[config.mk]
export PLATFORM = sky130hd
export DESIGN_NAME = stream_node
export DESIGN_NICKNAME = d
export VERILOG_FILES = /design/src/rtl/stream_node.sv
export SDC_FILE = /design/constraint.sdc
export NUM_CORES = 1
export LEC_CHECK = 0
export BUFFER_PORTS_ARGS = -buffer_cell sky130_fd_sc_hd__buf_2
export CORE_MARGIN = 2
export CORE_UTILIZATION = 51
export DETAILED_ROUTE_END_ITERATION = 10
export PLACE_DENSITY_LB_ADDON = 0.3
export REMOVE_ABC_BUFFERS = 1
export SKIP_CTS_REPAIR_TIMING = 1
export SYNTH_ARGS = -nofsm -noshare
export SYNTH_HDL_FRONTEND = slang
export SYNTH_SLANG_ARGS = --single-unit
[constraint.sdc]
create_clock -name clk -period 3.15 [get_ports clk]
set_input_delay 0.315 -clock clk [delete_from_list [all_inputs] [get_ports clk]]
set_output_delay 0.315 -clock clk [all_outputs]
set_load 0.005 [all_outputs]
[src/rtl/stream_node.sv]
module stream_node #(
  parameter int N = 5,
  parameter int W = 16
) (
  input  logic         clk,
  input  logic         rst,
  input  logic         in_a_valid,
  input  logic [W-1:0] in_a_data,
  output logic         in_a_ready,
  input  logic         in_b_valid,
  input  logic [W-1:0] in_b_data,
  output logic         in_b_ready,
  output logic         out_a_valid,
  output logic [W-1:0] out_a_data,
  input  logic         out_a_ready,
  output logic         out_b_valid,
  output logic [W-1:0] out_b_data,
  input  logic         out_b_ready,
  output logic         done
);
  localparam int CW = $clog2(N + 2);
  localparam logic [CW-1:0] LAST = CW'(N);

  typedef enum logic [1:0] {S_RD, S_EX, S_WR, S_END} st_t;

  st_t           st;
  logic [CW-1:0] jj, ii;
  logic [W-1:0]  opnd, res;

  wire take_b  = (ii == jj);
  wire put_b   = (ii == LAST);
  wire at_last = (jj == LAST) && (ii == LAST);

  assign in_a_ready  = (st == S_RD) && !take_b;
  assign in_b_ready  = (st == S_RD) && take_b;
  assign out_a_valid = (st == S_WR) && !put_b;
  assign out_b_valid = (st == S_WR) && put_b;
  assign out_a_data  = res;
  assign out_b_data  = res;
  assign done        = (st == S_END);

  wire rd_fire = (in_a_ready && in_a_valid) || (in_b_ready && in_b_valid);
  wire wr_fire = (out_a_valid && out_a_ready) || (out_b_valid && out_b_ready);

  always_ff @(posedge clk) begin
    if (rst) begin
      st   <= S_RD;
      jj   <= CW'(1);
      ii   <= CW'(1);
      opnd <= '0;
      res  <= '0;
    end else begin
      case (st)
        S_RD: if (rd_fire) begin
          opnd <= take_b ? in_b_data : in_a_data;
          st   <= S_EX;
        end
        S_EX: begin
          res <= opnd + W'(ii) + W'(jj);
          st  <= S_WR;
        end
        S_WR: if (wr_fire) begin
          if (at_last) st <= S_END;
          else begin
            st <= S_RD;
            if (put_b) begin
              jj <= jj + CW'(1);
              ii <= jj + CW'(1);
            end else begin
              ii <= ii + CW'(1);
            end
          end
        end
        default: st <= S_END;
      endcase
    end
  end

  assert_domain_R7: assert property (@(posedge clk) disable iff (rst)
    (jj >= CW'(1)) && (ii >= jj) && (ii <= LAST));
  assert_hold_a_R6: assert property (@(posedge clk) disable iff (rst)
    (out_a_valid && !out_a_ready) |=> (out_a_valid && $stable(out_a_data)));
  assert_hold_b_R6: assert property (@(posedge clk) disable iff (rst)
    (out_b_valid && !out_b_ready) |=> (out_b_valid && $stable(out_b_data)));
  assert_done_sticky_R8: assert property (@(posedge clk) disable iff (rst)
    done |=> done);
  assert_no_overlap_R9: assert property (@(posedge clk) disable iff (rst)
    (out_a_valid || out_b_valid) |-> !(in_a_ready || in_b_ready));
  assert_one_out_R5: assert property (@(posedge clk) disable iff (rst)
    $onehot0({out_a_valid, out_b_valid}));
endmodule

==> results of run 1 <==
[power groups by stage]
stage	registers, mW	logic (mW)	clock network, mW
floorplan	0.621	0.195	0
global placement	0.625	0.307	0
detailed placement	0.627	0.312	0
CTS	0.615	0.315	0.331
global route	0.626	0.356	0.351
finish	0.616	0.311	0.329
[cell usage after synthesis (3+ instances only)]
cell type	count	area [um^2]
and3_1	5	31.3
dfxtp_1	40	801
buf_6	3	33.8
and4_1	3	26.3
nor2b_1	3	18.8
nand2b_1	3	18.8
fa_1	4	80.1
inv_1	10	37.5
mux2i_1	17	170
a211oi_2	13	163
a311oi_1	3	26.3
nor2_2	3	18.8
nand2_1	9	33.8
nand3_1	3	15.0
o21ai_0	6	30.0
buf_4	17	128
nor2_1	34	128
clkbuf_1	5	18.8
a21oi_1	10	50.1
o211ai_1	3	22.5
xor2_1	5	43.8
xnor2_1	5	43.8
a211oi_1	17	128
ha_1	10	125
[cell families after synthesis]
| family | share of synthesized area [%] |
|---|---|
| simple gates | 15.4 |
| compound gates | 21.1 |
| xor+xnor | 3.60 |
| buf+inv | 10.7 |
| fa+ha+maj | 8.44 |
| mux | 7.93 |
| flops | 32.9 |
[layer usage]
metal  global-route usage (%)  wire (um)  up-vias
met4                     4.94         48        0
met3                     4.56        229        5
met2                     29.5       2030       59
met1                     26.5       2440      854
met5                        0          0        -
li1                         -          -     1021
[registers in the layout, summed over array words and instances, names as in the netlist]
| register | count |
|---|---|
| jj | 3 |
| opnd | 16 |
| out_a_data | 16 |
| st | 2 |
| ii | 3 |
[stage by stage]
step | setup slack [ns] | utilization, %
after floorplan | 0.101 | -
after global placement | 0.614 | 57.6
after detailed placement | 0.522 | 57.6
after CTS | 0.496 | 59.4
after global routing | 0.356 | 59.4
final | 0.505 | 59.4
[layout make-up]
type / instances / area, um^2
clock inverter: 2 / 12.5
sequential: 40 / 801
tap: 54 / 67.6
multi-input combinational: 180 / 1380
clock buffer: 5 / 68.8
timing repair buffer: 78 / 400
inverter: 10 / 37.5
fill: 424 / 1890
[worst register-to-register path: cells and delay by family (launching register included)]
kind            cells  cell delay, ns
fa+ha+maj           3            0.96
flops               1            0.44
simple gates        2            0.43
buf+inv             4            0.38
compound gates      2            0.34
[final timing paths]
| path | endpoint | slack, ns |
|---|---|---|
| min reg2reg | out_a_data[4] | 0.46 |
| max | out_a_data[15] | 0.50 |
| min | opnd[9] | 0.36 |
| max reg2reg | out_a_data[15] | 0.50 |
==> key figures, run 1 <==
Outcome
  – Status: finished clean

Die
  – Cell Rows: 25
  – Die width: around 73 um
  – Total die area: between 5000 and 6000 um^2
  – Initial Util: between 50% and 60%
  – Core footprint: ~4700 um^2
  – DIE HEIGHT: 73.0 um
  – I/O pins: 75

Worst hold path
  – Hold depth: 3
  – Hold Crit Class: in2reg
  – Worst Min Path Start: in_a_data[9]

Drt
  – Via Count: about 1900
  – TritonRoute pass-1 iters: 4
  – Residual DRC: 0
  – Wire per inst: 12.9 um
  – Vias per inst: about 5.3
  – Drt total wl: 4750 um
  – Detail Route Antenna Nets: 0
  – DRT iter0 DRCs: roughly 70

Setup path
  – Crit. Startpoint: jj[0]
  – CP top delay family: adder cells
  – Buf+Inv Stages, Crit Path: 4
  – CP most frequent cell: inv_1
  – Crit path max fanout: 7
  – Cell count of the worst reg-to-reg path: 11
  – Crit path launch type: register
  – Arrival time at the worst endpoint: ~2.8 ns
  – Critical path data required time: approximately 3.4 ns
  – Slowest CP cell: dfxtp_1
  – CP Class: reg2reg
  – Crit end category: register
  – R2r startpoint: jj[0]
  – WP depth: 11
  – CP cell instances: inv_1 > fa_1 > inv_1 > ha_1 > inv_1 > fa_1 > nor2b_1 > buf_4 > o211ai_1 > or3_1 > a311oi_1
  – Critical Path Max Stage Delay: about 0.44 ns

Final layout
  – N_diodes: 0
  – Most frequent cells in the layout: 74 x buf_2, 40 x dfxtp_1, 34 x nor2_1
  – Layout cell share with drive strength beyond 1: between 30% and 40%
  – Non-Filler Instances: about 370
  – Nets: roughly 370
  – Most common cell after layout, fill and taps aside: buf_2
  – Final instance area: around 2800 um^2
  – Syn-to-layout area delta: 13.8%

Clocking
  – H-tree depth: 2
  – TritonCTS clock tree: done
  – CTS buffer count: 5
  – Clk_lat worst skew: about 0.29 ns
  – Sink Count: 40
  – Clock tree buffer depth: 2
  – Root Buffer: clkbuf_8
  – Clk pin slew, worst setup/hold paths: roughly 0.080 ns

Power and ir drop
  – Clock power share: 26.2%
  – PwrDens: roughly 450 nW/um^2
  – Total Power: between 1 and 1.5 mW
  – Leakage power: 1.30 nW
  – Net Switching: between 0.3 and 0.4 mW
  – Seq pwr share: roughly half
  – Int Power: approximately 0.86 mW
  – Sw Share: between 30% and 40%
  – Comb pwr share: 24.8%
  – Peak VDD IR: ~0.00028 V

Synth
  – Netlist cell types: 44
  – Post-synthesis sequential area ratio: between 30% and 40%
  – Primary FF master, synth: dfxtp_1
  – Cells after Synth: 260
  – Yosys reg bits: 40
  – Yosys warning count: 0
  – Netlist Area Pre-Place: roughly 2400 um^2
  – Post-Syn Area per Cell: 9.35 um^2
  – Post-synth EDFFs: 0
  – Async SR Flop Fraction: 0%

Place
  – Port Buffers: 74
  – Placed cell count: roughly 360
  – Final RePlAce weighted congestion: 0.823
  – Cell Area, Placed: roughly 2700 um^2
  – Hpwl dp: roughly 3600 um

Global route
  – Largest net degree at the start of global routing: 42
  – Initial antenna violation count: 0
  – Vias in the first global route: 1683
  – First-pass GRT wire length: between 7000 and 8000 um
  – Gr usage total: 19.0%
  – Remaining Overflow, GRT: 0

Timing
  – Unrepaired setup endpoints after global routing: false
  – Sum Neg Setup Slack: 0 ns
  – Worst slew pin tran: 0.866 ns
  – Fin crit period: roughly 2.6 ns
  – Max-slew violations: 0
  – Final worst path period share: roughly 84%
  – Hold WS: ~0.36 ns
  – Fmax: about 380 MHz
  – # setup viols final: 0
  – Headroom to the max-slew limit: 42.3%
  – Final hold viol count: 0
  – Final Skew: 0.00366 ns

Job
  – Max Cap Violations: 0
(Power assumes the default switching activity.)
==> inputs of run 2 (changes only) <==
--- a/config.mk
+++ b/config.mk
@@ -5,9 +5,10 @@
 export SDC_FILE = /design/constraint.sdc
 export NUM_CORES = 1
 export LEC_CHECK = 0
+export ABC_AREA = 1
 export BUFFER_PORTS_ARGS = -buffer_cell sky130_fd_sc_hd__buf_2
 export CORE_MARGIN = 2
-export CORE_UTILIZATION = 51
+export CORE_UTILIZATION = 52
 export DETAILED_ROUTE_END_ITERATION = 10
 export PLACE_DENSITY_LB_ADDON = 0.3
 export REMOVE_ABC_BUFFERS = 1
==> constraint.sdc (replaced) <==
create_clock -name clk -period 2.8 [get_ports clk]
set_input_delay 0.28 -clock clk [delete_from_list [all_inputs] [get_ports clk]]
set_output_delay 0.28 -clock clk [all_outputs]
set_load 0.005 [all_outputs]
==> key figures, run 2 <==
Outcome
  – Status: finished clean

Clocking
  – Clk_lat worst skew: 0.30 ns (about the same)
  – Clk pin slew, worst setup/hold paths: 0.08 ns (about the same)
  – H-tree depth: 2 (unchanged)
  – CTS buffer count: 5 (unchanged)
  – Root Buffer: clkbuf_8
  – Clock tree buffer depth: 2 (unchanged)
  – TritonCTS clock tree: done
  – Sink Count: 40 (unchanged)

Synth
  – Yosys warning count: 0 (unchanged)
  – Synth cell count leaders: 145 x nand2_1, 51 x inv_1, 48 x nor2_1
  – Post-synth EDFFs: 0 (unchanged)
  – Cells after Synth: 412 (+58%)
  – Largest cells by area after synthesis: dfxtp_1 31%, nand2_1 21%, nand3_1 7.5%
  – Async SR Flop Fraction: 0% (unchanged)
  – Primary FF master, synth: dfxtp_1
  – Post-synthesis sequential area ratio: 30.6% (-2.3 points)
  – Cell taking the most area after synthesis: dfxtp_1
  – Count leader, synth: nand2_1
  – Post-Syn Area per Cell: 6.34 um^2 (-32%)
  – Netlist cell types: 26 (-41%)
  – Top-area cell type share of the netlist area: 30.6% (-2.3 points)
  – Yosys reg bits: 40 (unchanged)
  – Netlist Area Pre-Place: 2610 um^2 (+7.5%)

Power and ir drop
  – Clock power share: 19.3% (-6.9 points)
  – Int Power: 1.42 mW (+65%)
  – Peak VDD IR: 0.000722 V (+160%)
  – Seq pwr share: 38.4% (-11 points)
  – Leakage power: 1.70 nW (+31%)
  – Net Switching: 1.01 mW (+150%)
  – Sw Share: 41.5% (+10 points)
  – PwrDens: 809 nW/um^2 (+78%)
  – Comb pwr share: 42.2% (+17 points)

Place
  – Final RePlAce weighted congestion: 0.858 (+4.2%)
  – Hpwl dp: 4160 um (+17%)
  – Dpl ws: 0.218 ns (-0.304 ns)
  – Port Buffers: 74 (unchanged)

Timing
  – Max-slew violations: 0 (unchanged)
  – # setup viols final: 0 (unchanged)
  – Headroom to the max-slew limit: 59.3% (+17 points)
  – Final Skew: 0.00425 ns (+0.000597 ns)
  – Fin crit period: 2.49 ns (-0.153 ns)
  – Final worst path period share: 89.0% (+5.0 points)
  – Unrepaired setup endpoints after global routing: false
  – Final hold viol count: 0 (unchanged)
  – Fmax: 401 MHz (+6.1%)
  – Worst slew pin tran: 0.609 ns (-0.257 ns)
  – Sum Neg Setup Slack: 0 ns (unchanged)
  – Final worst slack: 0.307 ns (-0.197 ns)

Setup path
  – Crit. Startpoint: jj[0]
  – Cell count of the worst reg-to-reg path: 14 (+3)
  – Critical Path Max Stage Delay: 0.43 ns (about the same)
  – CP most frequent cell: inv_1
  – CP Class: reg2reg
  – Critical path data required time: 3.00 ns (-0.35 ns)
  – Crit path launch type: register
  – R2r startpoint: jj[0]
  – Crit path max fanout: 6 (-1)
  – Crit end category: register
  – Crit path to: out_a_data[11]
  – Slowest CP cell: dfxtp_1
  – CP cell instances: inv_1 > fa_1 > inv_1 > ha_1 > inv_1 > fa_1 > inv_1 > nand2_1 > a21oi_2 > nand2_1 > nand2_1 > nand3_1 > nand2_1 > inv_1
  – Register-to-register setup slack: 0.31 ns (-0.20 ns)
  – Arrival time at the worst endpoint: 2.69 ns (-0.15 ns)
  – R2r endpoint: out_a_data[11]

Worst hold path
  – Worst Min Path Start: rst
  – Hold Crit Class: in2reg

Drt
  – DRT iter0 DRCs: 196 (+170%)
  – Via Count: 2498 (+29%)
  – Drt total wl: 5390 um (+13%)
  – Routed wl met3: 295 um (+29%)
  – Wire per inst: 10.0 um (-22%)
  – Residual DRC: 0 (unchanged)
  – Vias per inst: 4.65 (-11%)
  – Topmost layer with routed signal wires: met4
  – TritonRoute pass-1 iters: 4 (unchanged)
  – WL met2: 2280 um (+12%)
  – Detail Route Antenna Nets: 0 (unchanged)
  – Routed metal-1 wirelength: 2740 um (+13%)

Die
  – Cell Rows: 25 (unchanged)
  – Total die area: 5610 um^2 (+5.1%)
  – Initial Util: 54.6% (+2.5 points)
  – I/O pins: 75 (unchanged)
  – DIE HEIGHT: 74.9 um (+2.5%)
  – Die width: 74.9 um (+2.5%)
  – Core footprint: 4790 um^2 (+2.7%)

Final layout
  – Layout cell share with drive strength beyond 1: 22.1% (-12 points)
  – Nets: 521 (+42%)
  – Most frequent cells in the layout: 145 x nand2_1, 74 x buf_2, 51 x inv_1
  – Syn-to-layout area delta: 14.7%
  – Most common cell after layout, fill and taps aside: nand2_1
  – N_diodes: 0 (unchanged)

Global route
  – First-pass GRT wire length: 9160 um (+16%)
  – Gr usage total: 20.9% (+1.9 points)
  – Remaining Overflow, GRT: 0 (unchanged)
  – Initial antenna violation count: 0 (unchanged)
  – Vias in the first global route: 2159 (+28%)
  – Largest net degree at the start of global routing: 38 (-9.5%)

Job
  – Max Cap Violations: 0 (unchanged)
## run 2: cell types whose count changed in the layout (fill, tap and decap cells not counted), sizes merged, moves of 4 or more
cell,before,now
and3,5,0
nor2,37,53
mux2i,17,0
nand3,3,39
o21ai,6,17
xnor2,5,0
buf,78,74
inv,10,56
nand2,9,150
xor2,5,0
a211oi,31,1
## run 2: critical path, delay by kind of cell, from the launching register on
kind | cells | cell delay (ns)
adders and majority gates | 3 | 0.96
DFF | 1 | 0.43
and+or+nand+nor | 5 | 0.39
buffers and inverters | 5 | 0.35
AOI/OAI and AO/OA | 1 | 0.26
## run 2: metal layers
| metal | global-route usage (%) | up-vias |
|---|---|---|
| li1 | - | 1361 |
| met1 | 28.2 | 1039 |
| met2 | 34.1 | 90 |
| met3 | 4.02 | 8 |
| met4 | 5.95 | 0 |
| met5 | 0 | - |
## run 2: metrics by stage
stage / instance area [um^2] / power, mW / hold WS, ns / util, % / std cells
3_3_place_gp: 2880 / 1.94 / 0.467 / 60.3 / 529
6_report: 3000 / 2.43 / 0.257 / 62.7 / 537
3_5_place_dp: 2880 / 1.98 / 0.479 / 60.3 / 529
2_1_floorplan: 2430 / 1.62 / 0.349 / - / 388
5_1_grt: 3000 / 2.68 / 0.263 / 62.7 / 537
4_1_cts: 3000 / 2.45 / 0.245 / 62.6 / 537
## run 2: worst min-delay path by stage
stage / end / cells after the start / slack, ns
finish: ii[1] / 2 / 0.26
global route: ii[1] / 2 / 0.26
CTS: ii[1] / 2 / 0.25
detailed placement: out_a_data[3] / 2 / 0.48
global placement: out_a_data[3] / 2 / 0.47
floorplan: ii[1] / 1 / 0.35
## run 2: area by class of cell
| class | count | area (um^2) |
|---|---|---|
| Inverter | 56 | 210 |
| Fill cell | 472 | 1790 |
| Clock inverter | 3 | 42.5 |
| Clock buffer | 5 | 68.8 |
| Tap cell | 67 | 83.8 |
| Multi-Input combinational cell | 292 | 1420 |
| Timing Repair Buffer | 74 | 370 |
| Sequential cell | 40 | 801 |
## run 2: power by group through the flow
stage,clock [mW],sequential (mW),combinational [mW]
2_1_floorplan,0,0.920,0.702
3_3_place_gp,0,0.931,1.01
3_5_place_dp,0,0.944,1.03
4_1_cts,0.478,0.932,1.04
5_1_grt,0.497,0.963,1.21
6_report,0.469,0.932,1.02
## run 2: cell families after synthesis
family                     synth area share [%]
adders and majority gates                  7.85
AOI/OAI and AO/OA                          6.37
DFF                                        30.6
buffers and inverters                      15.1
and+or+nand+nor                            40.1
